`config.mk`:
```
export PLATFORM = sky130hd
export DESIGN_NAME = sap_port
export DESIGN_NICKNAME = d
export VERILOG_FILES = /design/src/rtl/sap_pkg.sv /design/src/rtl/sap_clkgen.sv /design/src/rtl/sap_sequencer.sv /design/src/rtl/sap_tx_shift.sv /design/src/rtl/sap_rx_shift.sv /design/src/rtl/sap_port.sv
export SDC_FILE = /design/constraint.sdc
export NUM_CORES = 1
export LEC_CHECK = 0
export CELL_PAD_IN_SITES_DETAIL_PLACEMENT = 1
export CELL_PAD_IN_SITES_GLOBAL_PLACEMENT = 1
export CORE_MARGIN = 5
export CORE_UTILIZATION = 25
export CTS_BUF_LIST = sky130_fd_sc_hd__clkbuf_2
export CTS_CLUSTER_DIAMETER = 120
export DETAILED_ROUTE_END_ITERATION = 12
export DONT_BUFFER_PORTS = 1
export PLACE_DENSITY = 0.46
export SLEW_MARGIN = 20
export SYNTH_ARGS = -nofsm -noshare
export SYNTH_HDL_FRONTEND = slang
export SYNTH_SLANG_ARGS = --single-unit
```
`constraint.sdc`:
```
create_clock -name clk -period 2.8 [get_ports clk]
set_input_delay 0 -clock clk [delete_from_list [all_inputs] [get_ports clk]]
set_output_delay 0 -clock clk [all_outputs]
set_load 0.01 [all_outputs]
```
`src/rtl/sap_pkg.sv`:
```
// Package: shared types and pure functions for the serial audio port.
// Assumes a 32-bit parallel word and two time-shared slots per frame.
package sap_pkg;

    localparam int WORD_W = 32;
    localparam int N_SLOT = 2;
    localparam int POS_W  = $clog2(WORD_W);
    localparam int LONG_LEN  = 32;
    localparam int SHORT_LEN = 24;

    typedef enum logic [1:0] {
        FMT_W32    = 2'd0,
        FMT_PAIR16 = 2'd1,
        FMT_W24    = 2'd2,
        FMT_W16    = 2'd3
    } fmt_e;

    typedef struct packed {
        logic [N_SLOT-1:0]      short_slot;
        logic [N_SLOT-1:0][1:0] rx_fmt;
        logic [N_SLOT-1:0][1:0] tx_fmt;
    } port_cfg_t;

    // Resolve a format code against the slot length; 32-bit cannot fit 24 clocks.
    function automatic fmt_e eff_fmt(input logic [1:0] code, input logic short_slot);
        if (code == FMT_W32 && short_slot) return FMT_W24;
        return fmt_e'(code);
    endfunction

    // Index of the final bit clock in a slot.
    function automatic logic [POS_W-1:0] last_pos(input logic short_slot);
        return short_slot ? POS_W'(SHORT_LEN - 1) : POS_W'(LONG_LEN - 1);
    endfunction

    // Number of bit clocks that carry data for a resolved format.
    function automatic logic [POS_W:0] word_bits(input fmt_e f, input logic short_slot);
        case (f)
            FMT_W32:    return (POS_W+1)'(LONG_LEN);
            FMT_PAIR16: return short_slot ? (POS_W+1)'(SHORT_LEN) : (POS_W+1)'(LONG_LEN);
            FMT_W24:    return (POS_W+1)'(24);
            default:    return (POS_W+1)'(16);
        endcase
    endfunction

    // Move the word so its first transmitted bit sits at bit WORD_W-1.
    function automatic logic [WORD_W-1:0] tx_align(input logic [WORD_W-1:0] w, input fmt_e f);
        case (f)
            FMT_W24: return w << (WORD_W - 24);
            FMT_W16: return w << (WORD_W - 16);
            default: return w;
        endcase
    endfunction

    // Turn the raw right-aligned shift contents into the presented word.
    function automatic logic [WORD_W-1:0] rx_finish(input logic [WORD_W-1:0] raw,
                                                    input fmt_e f, input logic short_slot);
        case (f)
            FMT_W32:    return raw;
            FMT_PAIR16: return short_slot ? (raw << (LONG_LEN - SHORT_LEN)) : raw;
            FMT_W24:    return {{(WORD_W-24){raw[23]}}, raw[23:0]};
            default:    return {{(WORD_W-16){raw[15]}}, raw[15:0]};
        endcase
    endfunction

endpackage

```
`src/rtl/sap_clkgen.sv`:
```
// Bit clock generator: divides the system clock so sck holds each level for
// HALF_DIV system clocks. Emits single-cycle fall/rise event pulses that are
// high on the system clock edge at which sck changes. sck resets high so the
// first change is a fall.
module sap_clkgen #(
    parameter int HALF_DIV = 2
) (
    input  logic clk,
    input  logic rst_n,
    output logic sck,
    output logic fall_ev,
    output logic rise_ev
);
    localparam int CNT_W = (HALF_DIV > 1) ? $clog2(HALF_DIV) : 1;
    localparam logic [CNT_W-1:0] CNT_TOP = CNT_W'(HALF_DIV - 1);

    logic [CNT_W-1:0] cnt_q;
    logic             edge_now;

    // An sck change is due when the half-period counter reaches its top.
    always_comb begin
        edge_now = (cnt_q == CNT_TOP);
        fall_ev  = edge_now & sck;
        rise_ev  = edge_now & ~sck;
    end

    // Advance the half-period counter and flip sck at its top.
    always_ff @(posedge clk) begin
        if (!rst_n) begin
            cnt_q <= '0;
            sck   <= 1'b1;
        end else if (edge_now) begin
            cnt_q <= '0;
            sck   <= ~sck;
        end else begin
            cnt_q <= cnt_q + 1'b1;
        end
    end
endmodule

```
`src/rtl/sap_sequencer.sv`:
```
// Frame sequencer: tracks slot and bit position, drives word select, and
// captures the configuration at each frame boundary. Positions advance on
// sck falls. cfg_now exposes the setting that applies to the bit being
// entered, so consumers loading at a frame start see the new frame's setting.
module sap_sequencer
    import sap_pkg::*;
(
    input  logic             clk,
    input  logic             rst_n,
    input  logic             fall_ev,
    input  port_cfg_t        cfg_in,
    output port_cfg_t        cfg_q,
    output logic             slot_q,
    output logic [POS_W-1:0] pos_q,
    output logic             ws,
    output logic             load_ev,
    output logic             load_slot,
    output fmt_e             load_fmt
);
    logic             started_q;
    logic             wrap;
    port_cfg_t        cfg_now;
    logic             slot_n;
    logic [POS_W-1:0] pos_n;
    logic             ws_n;

    // Work out the next bit position and the word-select level that goes with it.
    always_comb begin
        wrap    = !started_q || (slot_q && pos_q == last_pos(cfg_q.short_slot[1]));
        cfg_now = wrap ? cfg_in : cfg_q;
        if (wrap) begin
            slot_n = 1'b0;
            pos_n  = '0;
        end else if (pos_q == last_pos(cfg_q.short_slot[slot_q])) begin
            slot_n = ~slot_q;
            pos_n  = '0;
        end else begin
            slot_n = slot_q;
            pos_n  = pos_q + 1'b1;
        end
        ws_n = (pos_n == last_pos(cfg_now.short_slot[slot_n])) ? ~slot_n : slot_n;
    end

    // Tell the transmit side when a slot begins and which resolved format it uses.
    always_comb begin
        load_ev   = fall_ev && (pos_n == '0);
        load_slot = slot_n;
        load_fmt  = eff_fmt(cfg_now.tx_fmt[slot_n], cfg_now.short_slot[slot_n]);
    end

    // Register position, word select and per-frame configuration on each sck fall.
    always_ff @(posedge clk) begin
        if (!rst_n) begin
            started_q <= 1'b0;
            slot_q    <= 1'b1;
            pos_q     <= '0;
            ws        <= 1'b0;
            cfg_q     <= '0;
        end else if (fall_ev) begin
            started_q <= 1'b1;
            slot_q    <= slot_n;
            pos_q     <= pos_n;
            ws        <= ws_n;
            if (wrap) cfg_q <= cfg_in;
        end
    end
endmodule

```
`src/rtl/sap_tx_shift.sv`:
```
// Transmit shifter: at a slot start it captures that slot's word, aligns it
// so the first bit is at the top, and then presents one bit per sck fall.
// Zeros enter from the bottom, so the bits after a short word are zero.
module sap_tx_shift
    import sap_pkg::*;
(
    input  logic                          clk,
    input  logic                          rst_n,
    input  logic                          shift_ev,
    input  logic                          load_ev,
    input  logic                          load_slot,
    input  fmt_e                          load_fmt,
    input  logic [N_SLOT-1:0][WORD_W-1:0] words,
    output logic                          sdo
);
    logic [WORD_W-1:0] sh_q;
    logic [WORD_W-1:0] aligned;

    // Align the word for the slot about to start.
    always_comb aligned = tx_align(words[load_slot], load_fmt);

    // Load at slot start, otherwise shift out the next bit on each sck fall.
    always_ff @(posedge clk) begin
        if (!rst_n) begin
            sh_q <= '0;
            sdo  <= 1'b0;
        end else if (load_ev) begin
            sdo  <= aligned[WORD_W-1];
            sh_q <= aligned << 1;
        end else if (shift_ev) begin
            sdo  <= sh_q[WORD_W-1];
            sh_q <= sh_q << 1;
        end
    end
endmodule

```
`src/rtl/sap_rx_shift.sv`:
```
// Receive shifter: samples sdi on sck rises while the slot's word is still
// arriving, restarts at bit 0 of each slot, and at the last bit of the slot
// presents the finished word with a one-cycle strobe.
module sap_rx_shift
    import sap_pkg::*;
(
    input  logic              clk,
    input  logic              rst_n,
    input  logic              sample_ev,
    input  logic              slot_q,
    input  logic [POS_W-1:0]  pos_q,
    input  fmt_e              fmt,
    input  logic              short_slot,
    input  logic              sdi,
    output logic              rx_valid,
    output logic              rx_chan,
    output logic [WORD_W-1:0] rx_data
);
    logic [WORD_W-1:0] raw_q;
    logic [WORD_W-1:0] raw_n;
    logic              take;
    logic              is_last;

    // Include the current bit only while it belongs to the word.
    always_comb begin
        take    = {1'b0, pos_q} < word_bits(fmt, short_slot);
        is_last = (pos_q == last_pos(short_slot));
        if (!take)               raw_n = raw_q;
        else if (pos_q == '0)    raw_n = {{(WORD_W-1){1'b0}}, sdi};
        else                     raw_n = {raw_q[WORD_W-2:0], sdi};
    end

    // Accumulate on sck rises and publish the word at the last bit clock.
    always_ff @(posedge clk) begin
        if (!rst_n) begin
            raw_q    <= '0;
            rx_valid <= 1'b0;
            rx_chan  <= 1'b0;
            rx_data  <= '0;
        end else begin
            rx_valid <= 1'b0;
            if (sample_ev) begin
                raw_q <= raw_n;
                if (is_last) begin
                    rx_valid <= 1'b1;
                    rx_chan  <= slot_q;
                    rx_data  <= rx_finish(raw_n, fmt, short_slot);
                end
            end
        end
    end
endmodule

```
`src/rtl/sap_port.sv`:
```
// Top level of the time-shared stereo serial audio port. It acts as bit-clock
// master and joins the clock generator, the frame sequencer and the two
// shifters. Assumes sdi is set up by the far end after sck falls.
module sap_port
    import sap_pkg::*;
#(
    parameter int HALF_DIV = 2
) (
    input  logic        clk,
    input  logic        rst_n,
    input  logic [1:0]  cfg_short_slot,
    input  logic [3:0]  cfg_rx_fmt,
    input  logic [3:0]  cfg_tx_fmt,
    input  logic [31:0] tx_ch1,
    input  logic [31:0] tx_ch2,
    input  logic        sdi,
    output logic        sck,
    output logic        ws,
    output logic        sdo,
    output logic        rx_valid,
    output logic        rx_chan,
    output logic [31:0] rx_data
);
    logic                          fall_ev;
    logic                          rise_ev;
    port_cfg_t                     cfg_in;
    port_cfg_t                     cfg_q;
    logic                          slot_q;
    logic [POS_W-1:0]              pos_q;
    logic                          load_ev;
    logic                          load_slot;
    fmt_e                          load_fmt;
    logic [N_SLOT-1:0][WORD_W-1:0] tx_words;
    fmt_e                          rx_mode [N_SLOT];

    // Gather the pins into the configuration record and the word bank.
    always_comb begin
        cfg_in.short_slot = cfg_short_slot;
        cfg_in.rx_fmt     = cfg_rx_fmt;
        cfg_in.tx_fmt     = cfg_tx_fmt;
        tx_words[0]       = tx_ch1;
        tx_words[1]       = tx_ch2;
    end

    // Resolve the per-channel receive format against its slot length.
    for (genvar ch = 0; ch < N_SLOT; ch++) begin : g_rx_mode
        assign rx_mode[ch] = eff_fmt(cfg_q.rx_fmt[ch], cfg_q.short_slot[ch]);
    end

    sap_clkgen #(.HALF_DIV(HALF_DIV)) u_clkgen (
        .clk     (clk),
        .rst_n   (rst_n),
        .sck     (sck),
        .fall_ev (fall_ev),
        .rise_ev (rise_ev)
    );

    sap_sequencer u_seq (
        .clk       (clk),
        .rst_n     (rst_n),
        .fall_ev   (fall_ev),
        .cfg_in    (cfg_in),
        .cfg_q     (cfg_q),
        .slot_q    (slot_q),
        .pos_q     (pos_q),
        .ws        (ws),
        .load_ev   (load_ev),
        .load_slot (load_slot),
        .load_fmt  (load_fmt)
    );

    sap_tx_shift u_tx (
        .clk       (clk),
        .rst_n     (rst_n),
        .shift_ev  (fall_ev),
        .load_ev   (load_ev),
        .load_slot (load_slot),
        .load_fmt  (load_fmt),
        .words     (tx_words),
        .sdo       (sdo)
    );

    sap_rx_shift u_rx (
        .clk        (clk),
        .rst_n      (rst_n),
        .sample_ev  (rise_ev),
        .slot_q     (slot_q),
        .pos_q      (pos_q),
        .fmt        (rx_mode[slot_q]),
        .short_slot (cfg_q.short_slot[slot_q]),
        .sdi        (sdi),
        .rx_valid   (rx_valid),
        .rx_chan    (rx_chan),
        .rx_data    (rx_data)
    );
endmodule

```
==> run_results.csv <==
group,metric,value,unit
logic_synthesis,combinational_family_with_the_most_area_after_synthesis,"compound AO/OA/AOI/OAI gates",
drt,detailroute.via_count,6343,
worst_setup_path,critical_path_peak_fanout,12,
timing,period_minus_ws_final,2.650,ns
logic_synthesis,synthesis.nets,884,
logic_synthesis,synth_seq_cells,118,
worst_setup_path,critPathLaunchType,"flop",
min_path,min-delay-path-class,"primary input to flop",
drt,final_antenna_net_count,0,
clocking,post_cts.repair.setup_buffers,0,
worst_setup_path,slowest_delay,0.61,ns
final_layout,total_area_of_multi_input_combinational_cells,0.004197,mm^2
power,power.net_switching,1.267,mW
logic_synthesis,synth_cells,804,
logic_synthesis,ys_seq_area_share,35.15,%
place,numPortBuffers,0,
clocking,maximum_root_to_sink_buffer_count,2,
timing,max_freq,377.4,MHz
worst_setup_path,r2r_end,"u_tx.sh_q[9]$_SDFFE_PN0P_",
drt,routed_via_density,5.030,
clocking,cts_root_buf,"clkbuf_2",
final_layout,most-common-layout-cells,"165 x nand2_1, 115 x dfxtp_1, 87 x dlygate4sd3_1",
worst_setup_path,criticalPathCategory,"flop to flop",
worst_setup_path,r2r_start,"u_seq.slot_q$_SDFFE_PN1P_",
logic_synthesis,synth_top_cell_by_area,"dfxtp_1",
final_layout,ff_latch_area,0.002366,mm^2
power,leakagePower,3.178,nW
timing,worst_slew_margin_rel,46.14,%
timing,worst_slack,0.1501,ns
worst_setup_path,setup.reg_to_reg.worst_slack,0.15,ns
timing,setup_total_negative_slack,0,ns
worst_setup_path,critPathTopFamily,"simple AND/OR/NAND/NOR gates",
timing,timing.final.max_slew_violations,0,
worst_setup_path,critical_path.slowest_cell,"or3_1",
grt,grt.overflow.total,0,
grt,antenna_found_initial,1,
floorplanning,die_x,174.0,um
drt,dr.first_iter.drc_count,234,
power,gate_power_share,20.5,%
final_layout,num-nets-final,985,
min_path,worst_hold_path.endpoint,"u_rx.raw_q[0]$_SDFFE_PN0P_",
worst_setup_path,critical_path.cell_chain,"buf_4, mux2_4, a2111oi_4, a21boi_1, or3_1, nand2_1, o221ai_1, a31oi_1",
worst_setup_path,cp_num_buf_inv,1,
timing,period_share,94.64,%
logic_synthesis,yosysWarnings,0,
run_status,outcome,"complete, no violations",
worst_setup_path,critical_path_required,3.52,ns
floorplanning,initial_core_util,25.15,%
job,max_cap_viol_count,0,
timing,timing_worst_slew_pin_value,0.8079,ns
worst_setup_path,timing.critical_path.to_type,"flop",
power,vdd.ir_drop.worst,0.1724,mV
logic_synthesis,netlist-cell-type-count,66,
clocking,clock_sink_count,118,
power,power_frac_clock,34.8,%
logic_synthesis,synth_adder_area_share,0.5585,%
final_layout,fill_cells,3124,
place,placer_s_final_routability_congestion_estimate,0.7602,
logic_synthesis,synth-main-ff-cell,"dfxtp_1",
logic_synthesis,synth_async_sr_flop_share,0,%
logic_synthesis,post_synth_and_or_nand_nor_area_fraction,19.66,%
worst_setup_path,reg2regPathDepth,8,
power,power_density,452.3,mW/mm^2
place,dpl_cell_area,0.007316,mm^2
floorplanning,floorplan.die_area,0.03027,mm^2
timing,setup-violations-final,0,
drt,finalWirelength,23900,um
grt,globalRouteTotalUtil,15.60,%
floorplanning,placeableCoreArea,0.02673,mm^2
min_path,hp-start,"sdi",
power,internal_power,2.679,mW
place,place_inst,1137,
grt,wire_length_of_the_first_global_routing_pass,38300,um
power,pwr-share-seq,44.7,%
place,place_ws,-0.1150,ns
final_layout,mostFrequentLayoutCell,"nand2_1",
final_layout,layout-area-overhead-vs-synth,29.78,%
worst_setup_path,critPathArrivalTime,3.37,ns
floorplanning,core.rowCount,60,
logic_synthesis,syn-cell-area,0.006721,mm^2
logic_synthesis,avgSynthCellArea,8.360,um^2
clocking,clock_tree_from_tritoncts,"yes",
timing,timing.final.hold_violations,0,
grt,grt_pass1_vias,6886,
logic_synthesis,count_of_flip_flops_with_a_built_in_enable_after_synthesis,0,
logic_synthesis,yosysTopAreaCellShare,35.15,%
grt,largest_net_degree_at_the_start_of_global_routing,78,
min_path,hold_path_depth,3,
final_layout,layout-drive-gt1-share,18.52,%
power,sw_frac_of_total,32.11,%
final_layout,finalInstanceArea,0.008723,mm^2
clocking,clkSlewWorstSetupHoldPaths,0.25,ns
place,detailedPlacementHpwl,15930,um
logic_synthesis,synth.top_cells.by_area,"dfxtp_1 35%, nand2_1 9.2%, mux2i_1 7.7%",
drt,drc,0,
power,p_total,3.945,mW
logic_synthesis,synth-compound-area-share,25.58,%
floorplanning,die_y,174.0,um
drt,wl_per_cell,18.95,um
logic_synthesis,synth-xor-area-share,0.6515,%
timing,finalClockSkew,0.05946,ns
clocking,clock_latency,0.76,ns
logic_synthesis,muxShareOfSynthArea,13.20,%
floorplanning,io_pins,114,
final_layout,finish.cell_count_without_fillers,1261,
clocking,htreeDepth,4,
drt,drtPass1Iterations,4,
clocking,numCtsBuffers,17,
## metal layers
layer | track usage [%] | routed length, um | up-vias
li1 | - | - | 3090
met1 | 19.22 | 10660 | 3097
met2 | 27.27 | 11960 | 134
met3 | 3.632 | 934 | 22
met4 | 4.421 | 341 | 0
met5 | 0 | 0 | -
## cells by family after synthesis
logic type	after synthesis
multiplexers	75
buffers and inverters	72
adder cells (fa/ha/maj)	3
AND/OR/NAND/NOR	283
XOR/XNOR	5
AO/OA/AOI/OAI	248
flip-flops	118
## layout make-up
class	instances	area share [%]
clock inverter	15	2.324
tap	341	4.891
multi-input combinational	614	48.11
inverter	10	0.4303
sequential	118	27.12
clock buffer	17	0.9753
timing repair buffer	144	16.09
antenna	2	0.05737
## flip-flops by register name, indices dropped and copies added, names as in the netlist
signal	cells
u_seq.ws	1
u_tx.sh_q	31
u_tx.sdo	1
u_seq.pos_q	5
u_seq.slot_q	1
u_rx.rx_valid	1
u_clkgen.cnt_q	1
u_clkgen.sck	1
u_seq.cfg_q	10
u_rx.rx_data	32
u_seq.started_q	1
u_rx.rx_chan	1
u_rx.raw_q	32
## cell usage after synthesis, types with 3 or more instances
cell type,n
a211oi_2,3
a22o_1,10
inv_1,9
or3_1,3
a221o_1,16
buf_1,4
buf_6,4
a21boi_1,4
mux2i_1,52
nor3_1,9
a31oi_1,3
clkbuf_1,32
mux2_2,12
buf_2,13
ha_1,3
nor2_1,22
nand3_1,15
mux4_2,9
nand2b_1,4
o21a_1,9
buf_4,9
a21boi_0,26
o21ai_1,16
and2_1,21
o21ai_0,79
o22ai_1,8
o221a_2,15
nand2_1,165
dfxtp_1,118
nor2b_1,29
a211oi_1,8
xnor2_1,3
a21oi_1,28
## power by group through the flow
stage	combinational (mW)	sequential [mW]	clock (mW)
5_1_grt	0.882	1.77	1.51
4_1_cts	0.795	1.76	1.42
6_report	0.810	1.76	1.37
2_1_floorplan	0.459	1.79	0
3_3_place_gp	0.659	1.80	0
3_5_place_dp	0.668	1.80	0
## how the worst max path moves through the flow
stage	startpoint	endpoint	slack (ns)	cells after the start
CTS	u_seq.cfg_q[9]$_SDFFE_PN0P_	u_rx.rx_data[18]$_SDFFE_PN0P_	0.008	13
finish	u_seq.slot_q$_SDFFE_PN1P_	u_tx.sh_q[9]$_SDFFE_PN0P_	0.15	8
floorplan	u_seq.slot_q$_SDFFE_PN1P_	u_rx.raw_q[15]$_SDFFE_PN0P_	0.04	12
detailed placement	u_seq.pos_q[0]$_SDFFE_PN0P_	u_tx.sh_q[19]$_SDFFE_PN0P_	-0.11	9
global placement	u_seq.pos_q[0]$_SDFFE_PN0P_	u_tx.sh_q[20]$_SDFFE_PN0P_	-0.18	8
global route	u_seq.cfg_q[4]$_SDFFE_PN0P_	u_rx.rx_data[21]$_SDFFE_PN0P_	-0.003	13
## tightest hold or removal path: stages
cell	delay, ns
dlygate4sd3_1	0.57
mux2i_1	0.12
o21ai_0	0.14
## stage by stage
stage	hold WS, ns	utilization, %
4_1_cts	0.08400	31.94
5_1_grt	0.09798	32.64
3_5_place_dp	0.1049	27.37
2_1_floorplan	0.1449	-
6_report	0.1311	32.64
3_3_place_gp	0.1010	27.36
## repair_timing
item / in CTS / in global routing
gates cloned: 0 / 2
resized for setup: 8 / 26
hold buffers: 88 / 0
endpoints found under the hold margin: 118 / 0
pin swaps: 0 / 1
setup endpoints to repair: 18 / 66
(Power assumes the default switching activity.)
